[src/rtl/mpw_pkg.sv]
package mpw_pkg;
  localparam int CFG_W = 8;
  localparam int SEL_W = 2;

  typedef enum logic [1:0] {
    SPACE_PROG  = 2'd0,
    SPACE_YDATA = 2'd1,
    SPACE_XDATA = 2'd2,
    SPACE_NONE  = 2'd3
  } space_e;

  // Configuration layout, msb first: bit 7 reserved ... bit 0 sequence check
  typedef struct packed {
    logic rsvd;
    logic xOn;
    logic yOn;
    logic pOn;
    logic sel1Chk;
    logic sel0Chk;
    logic mastChk;
    logic seqChk;
  } cfg_t;

  // Control -> datapath strobes
  typedef struct packed {
    logic capture;
  } strobe_t;

  // Datapath -> control comparison results
  typedef struct packed {
    logic             noHistory;
    logic             addrJump;
    logic             mastFlip;
    logic [SEL_W-1:0] selFlip;
  } diff_t;
endpackage

[src/rtl/mpw_datapath.sv]
module mpw_datapath
  import mpw_pkg::*;
#(
  parameter int ADDR_W = 16
) (
  input  logic              clk,
  input  logic              rstN,
  input  strobe_t           strobes,
  input  logic [ADDR_W-1:0] cycAddr,
  input  logic [SEL_W-1:0]  cycSel,
  input  logic              busMaster,
  output diff_t             diff
);
  localparam logic [ADDR_W-1:0] ADDR_ONE = {{(ADDR_W-1){1'b0}}, 1'b1};

  logic [ADDR_W-1:0] nextAddr;   // previous address plus one, kept precomputed
  logic [SEL_W-1:0]  prevSel;
  logic              prevMaster;
  logic              histValid;

  always_ff @(posedge clk or negedge rstN) begin
    if (!rstN) begin
      nextAddr   <= '0;
      prevSel    <= '0;
      prevMaster <= 1'b0;
      histValid  <= 1'b0;
    end else if (strobes.capture) begin
      nextAddr   <= cycAddr + ADDR_ONE;
      prevSel    <= cycSel;
      prevMaster <= busMaster;
      histValid  <= 1'b1;
    end
  end

  assign diff.noHistory = !histValid;
  assign diff.addrJump  = (cycAddr != nextAddr);
  assign diff.mastFlip  = (busMaster != prevMaster);

  for (genvar i = 0; i < SEL_W; i++) begin : g_selCmp
    assign diff.selFlip[i] = cycSel[i] ^ prevSel[i];
  end

  // every captured cycle becomes the reference for the next one
  a_r9_capture_ref: assert property (@(posedge clk) disable iff (!rstN)
    strobes.capture |=> (nextAddr == $past(cycAddr) + ADDR_ONE) && histValid);

  a_r9_hold_ref: assert property (@(posedge clk) disable iff (!rstN)
    !strobes.capture |=> $stable(nextAddr) && $stable(prevSel) && $stable(prevMaster));
endmodule

[src/rtl/mpw_control.sv]
module mpw_control
  import mpw_pkg::*;
(
  input  logic             clk,
  input  logic             rstN,
  input  logic             cfgWrEn,
  input  logic [CFG_W-1:0] cfgWrData,
  output logic [CFG_W-1:0] cfgRdData,
  input  logic             cycValid,
  input  logic [1:0]       cycSpace,
  input  diff_t            diff,
  output strobe_t          strobes,
  output logic             pageHitN,
  output logic             pageFault
);
  cfg_t   cfg;
  space_e space;
  logic   spaceOn;
  logic   faultNow;

  always_ff @(posedge clk or negedge rstN) begin
    if (!rstN) begin
      cfg <= '0;
    end else if (cfgWrEn) begin
      cfg      <= cfg_t'(cfgWrData);
      cfg.rsvd <= 1'b0;
    end
  end

  assign cfgRdData = cfg;
  assign space     = space_e'(cycSpace);

  always_comb begin
    unique case (space)
      SPACE_PROG:  spaceOn = cfg.pOn;
      SPACE_YDATA: spaceOn = cfg.yOn;
      SPACE_XDATA: spaceOn = cfg.xOn;
      default:     spaceOn = 1'b0;
    endcase
  end

  assign faultNow = diff.noHistory
                  | (cfg.seqChk  & diff.addrJump)
                  | (cfg.mastChk & diff.mastFlip)
                  | (cfg.sel0Chk & diff.selFlip[0])
                  | (cfg.sel1Chk & diff.selFlip[1]);

  assign strobes.capture = cycValid;

  always_ff @(posedge clk or negedge rstN) begin
    if (!rstN) begin
      pageHitN  <= 1'b1;
      pageFault <= 1'b0;
    end else if (cycValid && spaceOn) begin
      pageHitN  <= faultNow;
      pageFault <= faultNow;
    end else begin
      pageHitN  <= 1'b1;
      pageFault <= 1'b0;
    end
  end

  a_r2_cfg_readback: assert property (@(posedge clk) disable iff (!rstN)
    cfgWrEn |=> cfgRdData[CFG_W-2:0] == $past(cfgWrData[CFG_W-2:0]));

  a_r3_unwatched_space: assert property (@(posedge clk) disable iff (!rstN)
    (cycValid && !spaceOn) |=> pageHitN && !pageFault);

  a_r4_first_cycle: assert property (@(posedge clk) disable iff (!rstN)
    (cycValid && spaceOn && diff.noHistory) |=> pageFault);

  a_r6_no_checks_no_fault: assert property (@(posedge clk) disable iff (!rstN)
    (cycValid && !diff.noHistory && cfgRdData[3:0] == 4'b0000) |=> !pageFault);

  a_r10_idle_release: assert property (@(posedge clk) disable iff (!rstN)
    !cycValid |=> pageHitN && !pageFault);

  a_r10_hit_no_fault: assert property (@(posedge clk) disable iff (!rstN)
    !pageHitN |-> !pageFault);
endmodule

[src/rtl/mem_page_watch.sv]
module mem_page_watch
  import mpw_pkg::*;
#(
  parameter int ADDR_W = 16
) (
  input  logic              clk,
  input  logic              rstN,
  input  logic              cfgWrEn,
  input  logic [7:0]        cfgWrData,
  output logic [7:0]        cfgRdData,
  input  logic              cycValid,
  input  logic [1:0]        cycSpace,
  input  logic [ADDR_W-1:0] cycAddr,
  input  logic [1:0]        cycSel,
  input  logic              busMaster,
  output logic              pageHitN,
  output logic              pageFault
);
  strobe_t strobes;
  diff_t   diff;

  mpw_control u_control (
    .clk       (clk),
    .rstN      (rstN),
    .cfgWrEn   (cfgWrEn),
    .cfgWrData (cfgWrData),
    .cfgRdData (cfgRdData),
    .cycValid  (cycValid),
    .cycSpace  (cycSpace),
    .diff      (diff),
    .strobes   (strobes),
    .pageHitN  (pageHitN),
    .pageFault (pageFault)
  );

  mpw_datapath #(.ADDR_W(ADDR_W)) u_datapath (
    .clk       (clk),
    .rstN      (rstN),
    .strobes   (strobes),
    .cycAddr   (cycAddr),
    .cycSel    (cycSel),
    .busMaster (busMaster),
    .diff      (diff)
  );
endmodule

[config.mk]
export PLATFORM = sky130hd
export DESIGN_NAME = mem_page_watch
export DESIGN_NICKNAME = d
export VERILOG_FILES = /design/src/rtl/mpw_pkg.sv /design/src/rtl/mpw_datapath.sv /design/src/rtl/mpw_control.sv /design/src/rtl/mem_page_watch.sv
export SDC_FILE = /design/constraint.sdc
export NUM_CORES = 1
export LEC_CHECK = 0
export BUFFER_PORTS_ARGS = -buffer_cell sky130_fd_sc_hd__buf_2
export CAP_MARGIN = 5
export CORE_ASPECT_RATIO = 0.75
export CORE_MARGIN = 1
export CORE_UTILIZATION = 47
export DETAILED_ROUTE_END_ITERATION = 8
export PLACE_DENSITY = 0.74
export SLEW_MARGIN = 30
export SYNTH_ARGS = -nofsm -noshare
export SYNTH_HDL_FRONTEND = slang
export SYNTH_SLANG_ARGS = --single-unit
[constraint.sdc]
create_clock -name clk -period 1.2 [get_ports clk]
set_input_delay 0.18 -clock clk [delete_from_list [all_inputs] [get_ports clk]]
set_output_delay 0.18 -clock clk [all_outputs]
set_load 0.01 [all_outputs]
### Word-level counts from Yosys, hierarchy flattened

Cells that the tools add are included.

| word-level totals | value |
|---|---|
| register bits after elaboration | 29 |
| input port bits | 33 |
| word-level logic and storage cells | 34 |

| operators by class | value |
|---|---|
| add/subtract/negate cells | 1 |
| equality and inequality tests | 4 |
| mux-type cells | 3 |
| bitwise gates (word level) | 10 |
| reductions and logical operators | 3 |

Operators by type and width:

| kind | count |
|---|---|
| 16-bit by 1-bit adder with 16-bit output (second input constant) | 1 |
| 16-bit != test | 1 |
| 1-bit bitwise AND | 4 |
| 1-bit bitwise OR | 4 |
| 1-bit one-hot mux with 3 select lines | 1 |
| 2-bit by 1-bit == test with 1-bit output (second input constant) | 1 |
| 2-bit == test (second input constant) | 1 |
| 2-bit zero test | 1 |
| 1-bit 2-to-1 mux | 2 |
| 1-bit bitwise XOR | 2 |
| 1-bit logical AND | 1 |
| 1-bit zero test | 1 |
| 1-bit != test | 1 |

### Logic depth before layout (Yosys ltp)

Gate-level depths: netlist of run 1.

| logic depth | value |
|---|---|
| word-level depth | 7 |
| mapped depth | 5 |
| depth with buffers taken out | 5 |

### Hierarchy

A second synthesis of run 1 with hierarchy kept.

| second synthesis, totals | value |
|---|---|
| cells, all modules | 155 |
| area, all modules | 1602.8 um2 |

By module, submodules not included:

| module | times used | cells each | area each (um2) |
|---|---|---|---|
| mpw_datapath | 1 | 127 | 1212.4 |
| mpw_control | 1 | 28 | 390.4 |

### Worst setup path before layout of run 1

No wires, ideal clock.

| timing path | value |
|---|---|
| path type | flip-flop to flip-flop |
| start | reg u_datapath.nextAddr[5] |
| end | reg u_control.pageFault |
| arrival | 1.099 ns |
| path slack | -0.034 ns |
| stages on the path, launching flop included | 5 |
| path buffers | 0 |
| period minus slack after synthesis | 1.234 ns |
| cells stage by stage | dfrtp_1 -> xnor2_1 -> nand4_1 -> o41ai_1 -> a21oi_1 |

| on the way | value |
|---|---|
| cells in the longest elaborated chain, start to end | 7 |

RTL lines:

| item | line | source |
|---|---|---|
| start, declared | mpw_datapath.sv:16 | `logic [ADDR_W-1:0] nextAddr;` |
| start signal, assigned | mpw_datapath.sv:28 | `nextAddr <= cycAddr + ADDR_ONE;` |
| 16-bit != test | mpw_datapath.sv:36 | `assign diff.addrJump = (cycAddr != nextAddr);` |
| 1-bit bitwise AND | mpw_control.sv:43 | `\| (cfg.seqChk & diff.addrJump)` |
| 1-bit bitwise OR | mpw_control.sv:43 |  |
| 1-bit bitwise OR | mpw_control.sv:44 | `\| (cfg.mastChk & diff.mastFlip)` |
| 1-bit bitwise OR | mpw_control.sv:45 | `\| (cfg.sel0Chk & diff.selFlip[0])` |
| 1-bit bitwise OR | mpw_control.sv:46 | `\| (cfg.sel1Chk & diff.selFlip[1]);` |
| 1-bit 2-to-1 mux | mpw_control.sv:54 | `end else if (cycValid && spaceOn) begin` |
| end signal, assigned | mpw_control.sv:56 | `pageFault <= faultNow;` |
| end, declared | mpw_control.sv:14 | `output logic pageFault` |

Every way passes these cells.
A chain may end at the register's enable or synchronous reset.

### Worst setup path in the final report of run 1

| timing path | value |
|---|---|
| start | reg u_datapath.nextAddr[7] |
| end | reg u_control.pageFault |

The elaborated chain is that of the path after synthesis.

==> reports/metrics.cfg, run 1 <==
[outcome]
run_status = finished, violations left
violations = negative setup slack

[floorplanning]
core_area_um2 = 3110
die_area_um2 = 3660
placementRows = 17
start_util = 0.518
die_height_um = 52.7
num_io_pins = 43
die_width_um = 69.6

[logic_synthesis]
synth_xor_xnor_area_share = 0.180
synth_compound_area_frac = 0.0599
portion_of_netlist_area_occupied_by_mux_cells = 0.0894
synthesis.instances = 155
synth_top_family_by_area = XOR/XNOR gates
ys_types = 29
synth-adder-area-share = 0.00778
synth.yosys.warnings = 0
synthSimpleGateAreaFrac = 0.174
synth-seq-cells = 29
synthesis.area_per_instance_um2 = 10.4
syn-cell-area_um2 = 1610
synth_fp_nets = 189
share_of_the_yosys_chip_area_belonging_to_registers = 0.452

[timing]
final_max_slew_viol_count = 0
final_setup_violating_endpoints = 2
rsz0062_at_grt = yes
clock_skew_after_layout_ns = 0.00383
minimum_clock_period_after_layout_ns = 1.31
setup-tns-final_ns = -0.181
timing.final.crit_share = 1.09
max_clock_freq_ghz = 0.764
hold_viol_final = 0
layout_setup_ws_ns = -0.109

[grt]
grt_use_total = 0.215
maximum_number_of_pins_on_one_net_before_global_route_repair = 30
first_global_vias = 1304
antenna_violations_before_repair = 0
grt.overflow.total = 0
grt_pass1_wl_um = 5800

[setup_path]
r2r-start = u_datapath.nextAddr[7]$_DFFE_PN0P_
worstSetupPathType = reg -> reg
reg2reg_to = u_control.pageFault$_DFF_PN0_
critical_path.cell_chain = xnor2_1 > nand4_1 > o41ai_2 > a21oi_1
critical_path_s_largest_stage_delay_ns = 0.40
worst_path_dominant_cell_family = compound AO/OA/AOI/OAI gates
setup.worst_path.start_class = flip-flop
cp_data_arrival_time_ns = 1.47
path_max_fanout = 2
reg2reg_depth = 4
slowest_stage = sky130_fd_sc_hd__dfrtp_1
r2r_setup_slack_ns = -0.11
end_kind = flip-flop
critPathRequiredTime_ns = 1.36
worst-path-buf-inv = 0

[pwr]
sw_frac_of_total = 0.270
net-switching-power_w = 0.000679
power_frac_clock = 0.355
power.density_nw_per_um2 = 1230
power_frac_comb = 0.193
p_int_w = 0.00184
sequentialPowerShare = 0.452
power_leakage_nw = 0.878
vdd.ir_drop.worst_mv = 0.574

[cells_and_area]
fraction_of_final_layout_cells_with_drive_strength_greater_than_1 = 0.407
n_antenna_cell = 0
stdcell_count = 247
syn2layout_area_growth_pct = 27.4
final_core_utilization = 0.660
post-route-cell-area_um2 = 2050
num-nets-final = 242

[clocking]
cts_inserted_buffers = 5
cts-root-to-sink-buffers = 2
clk-insertion-delay-late_ns = 0.28
tritoncts_clock_tree = done
number_of_clock_sinks = 29
cts-htree-levels = 2
path_clk_slew_ns = 0.06
postCtsSetupBuffers = 0
root_buffer = sky130_fd_sc_hd__clkbuf_8

[place]
detailed_place_hpwl_um = 2640
number_of_buffers_inserted_by_port_buffering = 40
cell_area_reported_after_detailed_placement_um2 = 1930
gp_routability_congestion = 0.804
dp.cells = 238

[detailed_routing]
routed_via_density = 5.20
remaining_antenna_violation_count = 0
drt_drc_violations_left = 0
detail_route.wl_per_cell_um = 13.9
wirelength_um = 3440
routed-via-count = 1284
detail_route.first_pass.iterations = 4
dr.first_iter.drc_count = 56

[job]
cap_viol_max_count = 0

[worst_hold_path]
hold_path.startpoint = cfgWrData[3]
hold_depth = 2
holdPathEnd = u_control.cfgRdData[3]$_DFFE_PN0P_
min-delay-path-class = in -> reg

==> worst max path at each step <==
stage,start,end,slack [ns],depth (start not counted)
after floorplan,u_datapath.nextAddr[5]$_DFFE_PN0P_,u_control.pageFault$_DFF_PN0_,0.006,4
after global placement,u_datapath.nextAddr[6]$_DFFE_PN0P_,u_control.pageFault$_DFF_PN0_,-0.07,4
after detailed placement,u_datapath.nextAddr[0]$_DFFE_PN0P_,u_control.pageFault$_DFF_PN0_,-0.10,4
after CTS,u_datapath.nextAddr[9]$_DFFE_PN0P_,u_control.pageFault$_DFF_PN0_,-0.11,4
after global routing,u_datapath.nextAddr[15]$_DFFE_PN0P_,u_control.pageFault$_DFF_PN0_,-0.18,4
final,u_datapath.nextAddr[7]$_DFFE_PN0P_,u_control.pageFault$_DFF_PN0_,-0.11,4
==> registers in the layout (all words and copies together) (netlist names) <==
register and count:
u_datapath.nextAddr 16, u_datapath.prevMaster 1, u_datapath.histValid 1, u_control.pageFault 1
u_control.pageHitN 1, u_control.cfgRdData 7, u_datapath.prevSel 2
==> logic make-up after synthesis <==
logic type,after synthesis
and+or+nand+nor,47
xor gates and xnor gates,33
DFF,29
AOI/OAI and AO/OA,18
muxes,13
buffers and inverters,13
adders and majority gates,1
other,1
==> area by class of cell <==
cell class | instances | area, µm²
Clock inverter | 1 | 5.00
Tap cell | 38 | 47.5
Sequential cell | 29 | 727
Fill cell | 249 | 1050
Timing Repair Buffer | 56 | 323
Clock buffer | 7 | 96.3
Multi-Input combinational cell | 113 | 841
Inverter | 3 | 11.3
==> cell usage in the layout (no fill, tap or decap), types with 3 or more instances in the layout <==
cell / count
sky130_fd_sc_hd__buf_2: 40
sky130_fd_sc_hd__a21oi_1: 15
sky130_fd_sc_hd__dfrtp_1: 28
sky130_fd_sc_hd__inv_1: 3
sky130_fd_sc_hd__nand2_1: 5
sky130_fd_sc_hd__mux2_2: 11
sky130_fd_sc_hd__xnor2_1: 27
sky130_fd_sc_hd__nor2_1: 18
sky130_fd_sc_hd__nor3_1: 4
sky130_fd_sc_hd__clkbuf_8: 7
sky130_fd_sc_hd__buf_4: 15
sky130_fd_sc_hd__nand3_1: 4
sky130_fd_sc_hd__xor2_1: 5
sky130_fd_sc_hd__nor4_2: 4
sky130_fd_sc_hd__nand4_1: 5
==> metrics by stage <==
stage	hold slack [ns]	total power [W]	setup slack, ns
3_3_place_gp	0.205	0.00161	-0.0729
6_report	0.127	0.00252	-0.109
4_1_cts	0.124	0.00254	-0.111
3_5_place_dp	0.209	0.00164	-0.103
5_1_grt	0.126	0.00265	-0.183
2_1_floorplan	-0.116	0.00143	0.00552
==> power groups by stage <==
stage	Clock (W)	Combinational, W	Sequential (W)
4_1_cts	0.000910	0.000491	0.00114
5_1_grt	0.000962	0.000538	0.00115
2_1_floorplan	0	0.000270	0.00116
6_report	0.000893	0.000486	0.00114
3_3_place_gp	0	0.000464	0.00115
3_5_place_dp	0	0.000480	0.00116
==> synthesized netlist by cell type, drive strengths merged <==
master / instances / area share
a21oi: 15 / 0.047
a22oi: 1 / 0.0047
and3: 1 / 0.0039
and3b: 1 / 0.0054
buf: 4 / 0.014
clkbuf: 6 / 0.014
conb: 1 / 0.0023
dfrtp: 28 / 0.44
dfstp: 1 / 0.016
ha: 1 / 0.0078
inv: 3 / 0.0070
mux2: 11 / 0.077
mux2i: 2 / 0.012
nand2: 5 / 0.012
nand3: 5 / 0.019
nand3b: 1 / 0.0047
nand4: 7 / 0.040
nor2: 18 / 0.042
nor3: 4 / 0.012
nor4: 4 / 0.031
o21ai: 1 / 0.0031
o41ai: 1 / 0.0054
or2: 1 / 0.0039
xnor2: 28 / 0.15
xor2: 5 / 0.027
==> repair_timing <==
item,in CTS,in global routing
gates resized for setup,1,0
endpoints found under the hold margin,28,0
cloned,0,0
setup endpoints to repair,2,2
hold buffers,1,0
pin swaps,1,1
==> per-layer routing <==
metal	GRT usage	share of wire
met1	0.269	0.46
met3	0.0577	0.039
met4	0.122	0.030
met2	0.340	0.47
met5	0	0
No activity file was read; power rests on OpenSTA's default activity.
==> inputs of run 2 (changes only) <==
CORE_UTILIZATION = 52   (was 47)
PLACE_DENSITY = 0.78   (was 0.74)
clock period = 1.3 ns   (was 1.2 ns; I/O delays follow)
==> run 2 against run 1 <==
Compared with the run above: the run still ends with negative setup slack left; sequential power fell by 8%; total power fell by 0.86%; register-to-register slack improved by 0.02 ns; clock skew barely moved; die area fell by 9.3%; worst hold slack improved by 0.016 ns; global-route usage rose by 3.0 points; non-clock buffer count rose by 5; sequential share of layout area fell by 1.2 points.
==> reports/metrics.cfg, run 2 (synthesized netlist as in run 1, its figures left out) <==
[outcome]
run_status = finished, violations left
violations = negative setup slack

[clocking]
number_of_clock_sinks = 29
postCtsSetupBuffers = 0
tritoncts_clock_tree = done
cts-htree-levels = 2
path_clk_slew_ns = 0.07
clk-insertion-delay-late_ns = 0.28
root_buffer = sky130_fd_sc_hd__clkbuf_8
cts-root-to-sink-buffers = 2
cts_inserted_buffers = 5

[timing]
max_clock_freq_ghz = 0.719
rsz0062_at_grt = yes
timing.final.crit_share = 1.07
final_max_slew_viol_count = 0
hold_viol_final = 0
layout_setup_ws_ns = -0.0909
minimum_clock_period_after_layout_ns = 1.39
clock_skew_after_layout_ns = 0.00365
final_setup_violating_endpoints = 2

[cells_and_area]
layout_commonest_cell = sky130_fd_sc_hd__buf_2
final_cell_mix = sky130_fd_sc_hd__buf_2 (40), sky130_fd_sc_hd__dfrtp_1 (28), sky130_fd_sc_hd__xnor2_1 (27), sky130_fd_sc_hd__buf_4 (19), sky130_fd_sc_hd__nor2_1 (18)
post-route-cell-area_um2 = 2120
layout.filler_cells = 214
fraction_of_final_layout_cells_with_drive_strength_greater_than_1 = 0.425
largest_reg_flops = 16
syn2layout_area_growth_pct = 32.0
registers.top_by_ff_count = u_datapath.nextAddr
n_antenna_cell = 0
ff_latch_area_um2 = 727
multi_input_combinational_cell_area_um2 = 845
stdcell_count = 252
final_core_utilization = 0.723
num-nets-final = 247

[detailed_routing]
wirelength_um = 3440
drt_drc_violations_left = 0
routed_via_density = 5.14
detail_route.wl_per_cell_um = 13.6
routed-via-count = 1296
dr.first_iter.drc_count = 49
remaining_antenna_violation_count = 0
detail_route.first_pass.iterations = 4

[place]
pre_cts_ws_ns = -0.0786
number_of_buffers_inserted_by_port_buffering = 40
dp.cells = 243
cell_area_reported_after_detailed_placement_um2 = 1970
gp_routability_congestion = 0.800
detailed_place_hpwl_um = 2640

[setup_path]
worst-path-buf-inv = 1
reg2reg_depth = 5
worstSetupPathType = reg -> reg
slowest_stage = sky130_fd_sc_hd__dfrtp_1
timing.critical_path.from = u_datapath.nextAddr[6]$_DFFE_PN0P_
critPathRequiredTime_ns = 1.50
critical_path.cell_chain = xnor2_1 > nand4_1 > o41ai_2 > buf_4 > nand3b_1
setup.worst_path.start_class = flip-flop
critical_path_s_largest_stage_delay_ns = 0.40
r2r_setup_slack_ns = -0.09
path_max_fanout = 2
reg2reg_to = u_control.pageHitN$_DFF_PN1_
r2r-start = u_datapath.nextAddr[6]$_DFFE_PN0P_
cp_data_arrival_time_ns = 1.59
worst_path_dominant_cell_family = flip-flops
end_kind = flip-flop

[pwr]
vdd.ir_drop.worst_mv = 0.799
power_leakage_nw = 0.910
totalPowerFinal_w = 0.00250
net-switching-power_w = 0.000638
sequentialPowerShare = 0.421
power_frac_comb = 0.189
p_int_w = 0.00186
sw_frac_of_total = 0.256
power_frac_clock = 0.391
power.density_nw_per_um2 = 1180

[grt]
grt.overflow.total = 0
maximum_number_of_pins_on_one_net_before_global_route_repair = 25
grt_pass1_wl_um = 5890
grt_use_total = 0.245
first_global_vias = 1319
antenna_violations_before_repair = 0

[floorplanning]
num_io_pins = 43
die_area_um2 = 3320
start_util = 0.548
core_area_um2 = 2940
die_width_um = 66.2
die_height_um = 50.2
placementRows = 17

[job]
cap_viol_max_count = 0

[worst_hold_path]
holdPathEnd = u_control.cfgRdData[1]$_DFFE_PN0P_
hold_path.startpoint = cfgWrData[1]
min-delay-path-class = in -> reg
hold_depth = 2

[run 2: cell type report]
class	count	share of cell area
well taps	38	0.0224
clock buffers	6	0.0389
inverters	3	0.00530
flip-flops and latches	29	0.342
clock inverters	2	0.0177
repair buffers	61	0.176
multi-input cells	113	0.398
[run 2: metal layers]
metal / up-vias / GRT usage / routed length [µm]
li1: 641 / - / -
met2: 29 / 0.389 / 1670
met5: - / 0 / 0
met3: 7 / 0.0818 / 139
met1: 619 / 0.316 / 1580
met4: 0 / 0.0780 / 52
[run 2: worst reg2reg max path, delay by kind of cell (launching register included)]
kind | cells | cell delay, ns
DFF | 1 | 0.40
buffers and inverters | 1 | 0.17
and+or+nand+nor | 2 | 0.25
xor gates and xnor gates | 1 | 0.16
AOI/OAI and AO/OA | 1 | 0.33
[run 2: repair_timing]
item / CTS / global route
pin swaps: 5 / 2
endpoints found under the setup margin: 2 / 2
hold buffers: 1 / 0
endpoints found under the hold margin: 15 / 0
resized for setup: 2 / 1
[run 2: how the worst max path moves through the flow]
| stage | slack [ns] | cells past startpoint | to |
|---|---|---|---|
| 2_1_floorplan | 0.07 | 4 | u_control.pageFault$_DFF_PN0_ |
| 3_3_place_gp | -0.10 | 5 | u_control.pageFault$_DFF_PN0_ |
| 3_5_place_dp | -0.08 | 6 | u_datapath.nextAddr[14]$_DFFE_PN0P_ |
| 4_1_cts | -0.07 | 5 | u_control.pageFault$_DFF_PN0_ |
| 5_1_grt | -0.18 | 5 | u_control.pageHitN$_DFF_PN1_ |
| 6_report | -0.09 | 5 | u_control.pageHitN$_DFF_PN1_ |
[run 2: power by group through the flow]
stage                     clock network [W]  registers, W  logic (W)
final                              0.000975       0.00105   0.000471
after global routing                0.00103       0.00106   0.000516
after CTS                          0.000991       0.00105   0.000471
after detailed placement                  0       0.00107   0.000458
after global placement                    0       0.00106   0.000440
after floorplan                           0       0.00107   0.000246
[run 2: through the flow]
step / setup TNS, ns / hold WS (ns)
after detailed placement: -0.325 / 0.129
final: -0.175 / 0.144
after global placement: -0.253 / 0.126
after floorplan: 0 / -0.101
after CTS: -0.128 / 0.141
after global routing: -0.348 / 0.132
==> inputs of run 3 (changes only) <==
RECOVER_POWER = 100   (was default)
==> run 3 against run 2 <==
Compared with the run above: the run still ends with negative setup slack left; combinational power decreased by 4%; first-iteration DRC count is 4.1% higher; clock skew about the same; die area did not move; sequential share of layout area rose by 0.87 points; utilization shrank 1.8 points; clock power is essentially flat; total power fell by 0.80%; via count down 0.46%; register-to-register slack about the same; final cell count unchanged; worst hold slack gained 0.00062 ns; critical endpoint unchanged; largest cell class unchanged; highest routed layer unchanged.
==> reports/metrics.cfg, run 3 (synthesized netlist as in run 1, its figures left out) <==
[setup_path]
reg2reg_to = u_control.pageHitN$_DFF_PN1_
critPathRequiredTime_ns = 1.50
cp_data_arrival_time_ns = 1.59
worst_setup_ep = u_control.pageHitN$_DFF_PN1_
setup.worst_path.start_class = flip-flop
timing.critical_path.from = u_datapath.nextAddr[6]$_DFFE_PN0P_
path_max_fanout = 2
end_kind = flip-flop
worstSetupPathType = reg -> reg
reg2reg_depth = 5
r2r_setup_slack_ns = -0.09
r2r-start = u_datapath.nextAddr[6]$_DFFE_PN0P_

[floorplanning]
die_area_um2 = 3320
die_width_um = 66.2
num_io_pins = 43
placementRows = 17
die_height_um = 50.2
start_util = 0.548
core_area_um2 = 2940

[cells_and_area]
stdcell_count = 252
largest_reg_flops = 16
fraction_of_final_layout_cells_with_drive_strength_greater_than_1 = 0.355
post-route-cell-area_um2 = 2070
num-nets-final = 247
layout.filler_cells = 232
registers.top_by_ff_count = u_datapath.nextAddr
layout_commonest_cell = sky130_fd_sc_hd__buf_2
final_cell_mix = sky130_fd_sc_hd__buf_2 (29), sky130_fd_sc_hd__dfrtp_1 (28), sky130_fd_sc_hd__xnor2_1 (27), sky130_fd_sc_hd__nor2_1 (18), sky130_fd_sc_hd__buf_4 (16)
syn2layout_area_growth_pct = 28.7
n_antenna_cell = 0

[detailed_routing]
routed_via_density = 5.12
dr.first_iter.drc_count = 51
detail_route.wl_per_cell_um = 13.7
detail_route.first_pass.iterations = 4
remaining_antenna_violation_count = 0
drt_drc_violations_left = 0
routed-via-count = 1290
wirelength_um = 3450

[timing]
hold_viol_final = 0
rsz0062_at_grt = yes
setup-tns-final_ns = -0.168
clock_skew_after_layout_ns = 0.00393
timing.final.crit_share = 1.07
final_setup_violating_endpoints = 2
final_max_slew_viol_count = 0
max_clock_freq_ghz = 0.721
layout_setup_ws_ns = -0.0878
minimum_clock_period_after_layout_ns = 1.39

[pwr]
totalPowerFinal_w = 0.00248
power_leakage_nw = 0.869
power.density_nw_per_um2 = 1200
vdd.ir_drop.worst_mv = 0.791

[place]
detailed_place_hpwl_um = 2640
dp.cells = 243
pre_cts_ws_ns = -0.0786
gp_routability_congestion = 0.800
cell_area_reported_after_detailed_placement_um2 = 1970
number_of_buffers_inserted_by_port_buffering = 40

[clocking]
cts-root-to-sink-buffers = 2
clk-insertion-delay-late_ns = 0.28
cts-htree-levels = 2
tritoncts_clock_tree = done
cts_inserted_buffers = 5
number_of_clock_sinks = 29
root_buffer = sky130_fd_sc_hd__clkbuf_8
path_clk_slew_ns = 0.07
postCtsSetupBuffers = 0

[grt]
met1_usage = 0.316
grt_use_total = 0.245
gr-max-usage-layer = met2
first_global_vias = 1319
antenna_violations_before_repair = 0
groute.layer.met3.usage = 0.0818
grt.overflow.total = 0
grt_pass1_wl_um = 5890
grt_met2_usage = 0.389
maximum_number_of_pins_on_one_net_before_global_route_repair = 25

[worst_hold_path]
min-delay-path-class = in -> reg

[job]
cap_viol_max_count = 0

[outcome]
run_status = finished, violations left
violations = negative setup slack

==> run 3: changes by cell type in the layout (fill, tap and decap cells not counted), sizes merged <==
cell	previous run	this run
clkbuf	6	21
buf	60	45
==> run 3: report_power, final <==
part	leakage (nW)	total, W	internal, W	switching, W
Clock	0.0574	0.000973	0.000622	0.000351
Sequential	0.329	0.00105	0.000989	0.0000611
Combinational	0.482	0.000452	0.000230	0.000222
==> run 3: layout make-up <==
type	count	area [µm²]	share of cell area
clock inverter	2	37.5	0.0181
inverter	3	11.3	0.00544
tap	38	47.5	0.0230
clock buffer	6	82.6	0.0399
timing repair buffer	61	338	0.163
sequential	29	727	0.351
multi-input combinational	113	827	0.399
==> run 3: worst max-delay path: stages, from the launching register on <==
cell and delay (ns):
sky130_fd_sc_hd__dfrtp_1 0.39, sky130_fd_sc_hd__xnor2_1 0.16, sky130_fd_sc_hd__nand4_1 0.16, sky130_fd_sc_hd__o41ai_2 0.33, sky130_fd_sc_hd__buf_4 0.17, sky130_fd_sc_hd__nand3b_1 0.09
==> run 3: metrics by stage <==
stage / util / hold WS (ns)
2_1_floorplan: - / -0.101
3_3_place_gp: 0.673 / 0.126
3_5_place_dp: 0.673 / 0.129
4_1_cts: 0.721 / 0.141
5_1_grt: 0.705 / 0.132
6_report: 0.705 / 0.144
==> run 3: metal layers <==
layer	part of all wire	up-vias	routed length [µm]
li1	-	640	-
met1	0.46	610	1590
met2	0.48	33	1670
met3	0.041	7	141
met4	0.015	0	52
met5	0	-	0
==> run 3: what timing repair did <==
item / in CTS / in global routing
resized for setup: 2 / 1
pin swaps: 5 / 2
hold buffers: 1 / 0
endpoints found under the hold margin: 15 / 0
endpoints found under the setup margin: 2 / 2
==> run 3: worst min path at each step <==
| stage | slack, ns | depth (start not counted) | from | endpoint |
|---|---|---|---|---|
| final | 0.14 | 2 | cfgWrData[1] | u_control.cfgRdData[1]$_DFFE_PN0P_ |
| after global routing | 0.13 | 2 | cfgWrData[6] | u_control.cfgRdData[6]$_DFFE_PN0P_ |
| after CTS | 0.14 | 2 | cfgWrData[4] | u_control.cfgRdData[4]$_DFFE_PN0P_ |
| after detailed placement | 0.13 | 1 | rstN | u_control.cfgRdData[6]$_DFFE_PN0P_ |
| after global placement | 0.13 | 1 | rstN | u_control.cfgRdData[6]$_DFFE_PN0P_ |
| after floorplan | -0.10 | 0 | rstN | u_control.cfgRdData[0]$_DFFE_PN0P_ |
